File: src/rtl/cfg_ram_pager.sv
module cfg_ram_pager #(
  parameter int          AW        = 16,
  parameter int          DW        = 8,
  parameter int          PW        = 5,
  parameter logic [15:0] WIN_BASE  = 16'h0800,
  parameter int          WIN_BITS  = 8,
  parameter logic [15:0] PAGE_PORT = 16'h0C00
) (
  input  logic          clk,
  input  logic          rst_n,
  input  logic [AW-1:0] io_addr,
  input  logic          io_rd_n,
  input  logic          io_wr_n,
  input  logic [DW-1:0] io_wdata,
  input  logic          enable,
  output logic [DW-1:0] page_rdata,
  output logic [PW-1:0] la_hi,
  output logic          la_oe,
  output logic          ram_rd_n,
  output logic          ram_wr_n
);
  localparam int TAGW = AW - WIN_BITS;

  logic [PW-1:0] page_q;
  logic          in_win;
  logic          hit_port;
  logic          win_rd;
  logic          win_wr;

  assign in_win   = io_addr[AW-1:WIN_BITS] == WIN_BASE[AW-1:WIN_BITS];
  assign hit_port = io_addr == PAGE_PORT[AW-1:0];

  always_ff @(posedge clk or negedge rst_n)
    if (!rst_n)                 page_q <= '0;
    else if (!io_wr_n && hit_port) page_q <= io_wdata[PW-1:0];

  assign win_rd = enable && in_win && !io_rd_n;
  assign win_wr = enable && in_win && !io_wr_n;

  assign ram_rd_n   = !win_rd;
  assign ram_wr_n   = !win_wr;
  assign la_oe      = win_rd || win_wr;
  assign la_hi      = la_oe ? page_q : '0;
  assign page_rdata = {{(DW-PW){1'b0}}, page_q};

  logic unused_tag;
  assign unused_tag = ^TAGW;
endmodule


File: config.mk
export PLATFORM = sky130hd
export DESIGN_NAME = cfg_ram_pager
export DESIGN_NICKNAME = d
export VERILOG_FILES = /design/src/rtl/cfg_ram_pager.sv
export SDC_FILE = /design/constraint.sdc
export NUM_CORES = 1
export LEC_CHECK = 0
export BUFFER_PORTS_ARGS = -buffer_cell sky130_fd_sc_hd__buf_2
export CORE_AREA = 3 3 40 42
export CTS_CLUSTER_DIAMETER = 30
export CTS_CLUSTER_SIZE = 40
export DETAILED_ROUTE_END_ITERATION = 6
export DIE_AREA = 0 0 43 45
export GPL_TIMING_DRIVEN = 0
export PLACE_DENSITY_LB_ADDON = 0.08
export SYNTH_ARGS = -nofsm -noshare
export SYNTH_HDL_FRONTEND = slang
export SYNTH_SLANG_ARGS = --single-unit
File: constraint.sdc
create_clock -name clk -period 3.6 [get_ports clk]
set_input_delay 0.72 -clock clk [delete_from_list [all_inputs] [get_ports clk]]
set_output_delay 0.72 -clock clk [all_outputs]
set_load 0.01 [all_outputs]
---- Yosys cells after proc, flatten, opt, wreduce, memory -nomap -nowiden ----
Cells that the tools add are included.
operators by class
  eq/ne operators ......................... 2
  mux-type cells .......................... 1
  reductions and logical operators ........ 9
operators with widths
  operator                                          count
  == test 16 x 12 -> 1 bit (second input constant)  1
  == test 8 x 4 -> 1 bit (second input constant)    1
  two-way mux 5 bit                                 1
  logical AND 1 bit                                 4
  logical NOT 1 bit                                 4
  logical OR 1 bit                                  1
storage, ports and cells
  register bits ........................... 5
  bits of input ports ..................... 29
  output and inout port bits .............. 16
  logic and storage cells ................. 13

---- Longest topological paths before layout ----
  depth after elaboration ................. 5
  gate-level depth with buffers ........... 4

---- Worst setup path before layout ----
No wires, ideal clock.
  kind .................................... in2out
  start ................................... in io_addr[12]
  end ..................................... out la_hi[0]
  arrival time ............................ 1,669 ps
  path slack .............................. 1,211 ps
  stages .................................. 4
  cell sequence ........................... nor4b_1 nand2_1 a211oi_4 and2_1
between the ends
  cells in the longest elaborated chain, start to end .. 5
  elaborated cells on any way between the ends .. 6
  classes of those cells .................. eq/ne: 1; mux: 1; reduce/logical: 4
ends and longest elaborated chain
  element                                      line    text
  from (decl)                                  11      input logic [AW-1:0] io_addr,
  == test 8 x 4 -> 1 bit *                     30      assign in_win = io_addr[AW-1:WIN_BITS] == WIN_BASE[AW-1:WIN_BITS];
  logical AND 1 bit *                          37, 38
  logical AND 1 bit, on equally long branches  37, 38
  logical OR 1 bit *                           42      assign la_oe = win_rd || win_wr;
  net la_oe                                    18      output logic la_oe,
  two-way mux 5 bit *                          43      assign la_hi = la_oe ? page_q : '0;
  to (decl)                                    17      output logic [PW-1:0] la_hi,
The timed path passes the listed nets; every way through them passes the cells marked *.

---- Worst setup path after layout ----
  start ................................... in io_addr[12]
  end ..................................... out la_hi[4]
between the ends
  cells in the longest elaborated chain, start to end .. 5
  elaborated cells on any way between the ends .. 6
  classes of those cells .................. eq/ne: 1; mux: 1; reduce/logical: 4
ends and longest elaborated chain
  element                                      line
  == test 8 x 4 -> 1 bit *                     30
  logical AND 1 bit *                          37, 38
  logical AND 1 bit, on equally long branches  37, 38
  logical OR 1 bit *                           42
  two-way mux 5 bit *                          43
Every way passes the cells marked *; elsewhere a longest branch is shown, timed or not.

==> metrics.csv <==
metric;value;unit
Worst VDD drop;0.173;mV
number of port buffers;38;
Fillers;130;
distinct cell type count after synthesis;14;
hpwl dp;760;µm
Initial Utilization;0.257;
Worst Skew;0;ns
PwrDens;249;mW/mm²
TritonCTS Buffers;3;
placed cells;85;
antenna violations before repair;0;
first-pass GRT wire length;1370;µm
worst slack at placement;0.972;ns
crit-path cells;buf_2 -> nor4b_1 -> nand2_1 -> a211oi_4 -> and2_1 -> buf_2;
register bit count reported by yosys;5;
Design Area, Final;573;µm²
setup TNS after final layout;0;ns
number of enable flip-flop cells after synthesis;0;
die height;45;µm
row cnt;13;
CP required;2.88;ns
Clock Latency Late Sink;0.23;ns
max FFs per register;5;
fin cells;89;
Ys Warns;0;
Final ANT Viol Nets;0;
CP arrival;1.88;ns
Post-CTS Hold Buffers;0;
sequential fraction of the synthesis area;0.379;
Total Routing Usage GR;0.0980;
Post-CTS Setup Inserts;0;
Worst path max stage delay;0.31;ns
fraction of layout cells with a size suffix above 1;0.716;
Final Hold Slack;0.285;ns
Final Power;0.143;mW
ys flop type;dfrtp_1;
Root Buffer;clkbuf_4;
Reg2Reg Depth;1;
setup ws final;1.00;ns
fmax;385;MHz
worst hold-check path type;input pin to async pin;
Final Hold Fails;0;
final setup violating endpoints;0;
P_leak;0.326;nW
Post-synth top cells;5 x and2_1, 5 x dfrtp_1, 5 x mux2_2, 3 x buf_4;
vias in the first global route;325;
outcome;completed;
fin crit share;0.721;
full die area;0.00194;mm²
Largest Register;page_q;
Crit Path Category;input pin to output port;
NumNets Final;104;
CP dominant cell by count;buf_2;
Post-Synthesis Cells;30;
worst reg2reg path startpoint;page_q[3];
drt wl/cell;9.99;µm
R2R Setup Slk;2.84;ns
Clock transition at path regs;0.05;ns
asr flop ratio synth;1.00;
number of diodes;0;
RSZ-0062 raised after global routing;no;
routed wire length;889;µm
Crit. End Element;output port;
total core area;0.00128;mm²
Max H-tree Level;1;
Yosys top cell area share;0.379;
CTS resizes;0;
post-layout min period;2.60;ns
Chip Width;43;µm
reg2reg end;page_q[3];
first drt pass iteration count;2;
Final Core Density;0.446;
io pins;45;
pin count of the biggest net entering global routing;7;
CTS tree;built;
max-cap violations;0;
Top Registers;page_q: 5 flops;
P&R area growth vs syn;73.5;%
leading area contributor after synthesis;dfrtp_1;
placed cell areas;547;µm²
Placer Congestion;0.591;
CP max-delay cell;a211oi_4;
Sink Count;5;
drt drc;0;
startpoint types;input pin;
first-iteration detailed-routing DRC count;1;
Via density;3.98;
Overflow after GRT;0;
Mapped Area;330;µm²
Vias;354;
clk buf depth;2;
largest cells by area after synthesis;dfrtp_1 38%, mux2_2 17%, and2_1 9.5%;
CP Max Fanout;6;
final max-slew violation count;0;
Synth Area per Inst;11.0;µm²
[worst max-delay path by stage]
stage           startpoint  endpoint  slack (ns)
6_report       io_addr[12]  la_hi[4]        1.00
5_1_grt        io_addr[12]  la_hi[4]        0.82
4_1_cts        io_addr[12]  la_hi[4]        0.97
3_5_place_dp   io_addr[12]  la_hi[4]        0.97
3_3_place_gp   io_addr[12]  la_hi[4]        0.96
2_1_floorplan  io_addr[12]  la_hi[0]        1.21
[cell usage in the layout (no fill, tap or decap), types with 2 or more instances in the layout]
master    synthesis  layout
buf_2             0      38
clkbuf_4          0       3
and2_1            5       5
mux2_2            5       5
or3_2             2       2
nor4_1            2       2
conb_1            1       3
dfrtp_1           5       5
buf_4             3       3
[kinds of logic after synthesis]
kind of cell | after synthesis | share of synthesized area
AND/OR/NAND/NOR | 15 | 0.311
buffers and inverters | 3 | 0.0682
other | 1 | 0.0114
AO/OA/AOI/OAI | 1 | 0.0606
multiplexers | 5 | 0.170
flip-flops | 5 | 0.379
[power breakdown]
group / internal [mW] / switching [mW]
logic: 0.0129 / 0.00830
registers: 0.0564 / 0.0000117
clock network: 0.0419 / 0.0231
[critical path, delay by kind of cell]
family	cells	cell delay, ns
AND/OR/NAND/NOR	3	0.64
AO/OA/AOI/OAI	1	0.31
buffers and inverters	2	0.21
[cell type report]
| type | instances | area [µm²] | area share |
|---|---|---|---|
| multi-input combinational | 24 | 190 | 0.332 |
| sequential | 5 | 125 | 0.218 |
| timing repair buffer | 38 | 190 | 0.332 |
| tap | 15 | 18.8 | 0.0328 |
| buffer | 3 | 22.5 | 0.0393 |
| clock buffer | 4 | 26.3 | 0.0459 |
[metal layers]
layer | vias to the layer above | GRT usage | wire length (µm)
met5 | - | 0 | 0
met1 | 145 | 0.123 | 370
met3 | 0 | 0.0398 | 114
met2 | 21 | 0.144 | 404
li1 | 188 | - | -
met4 | 0 | 0.0542 | 0
Note: power is estimated with default switching activity, not from simulation.
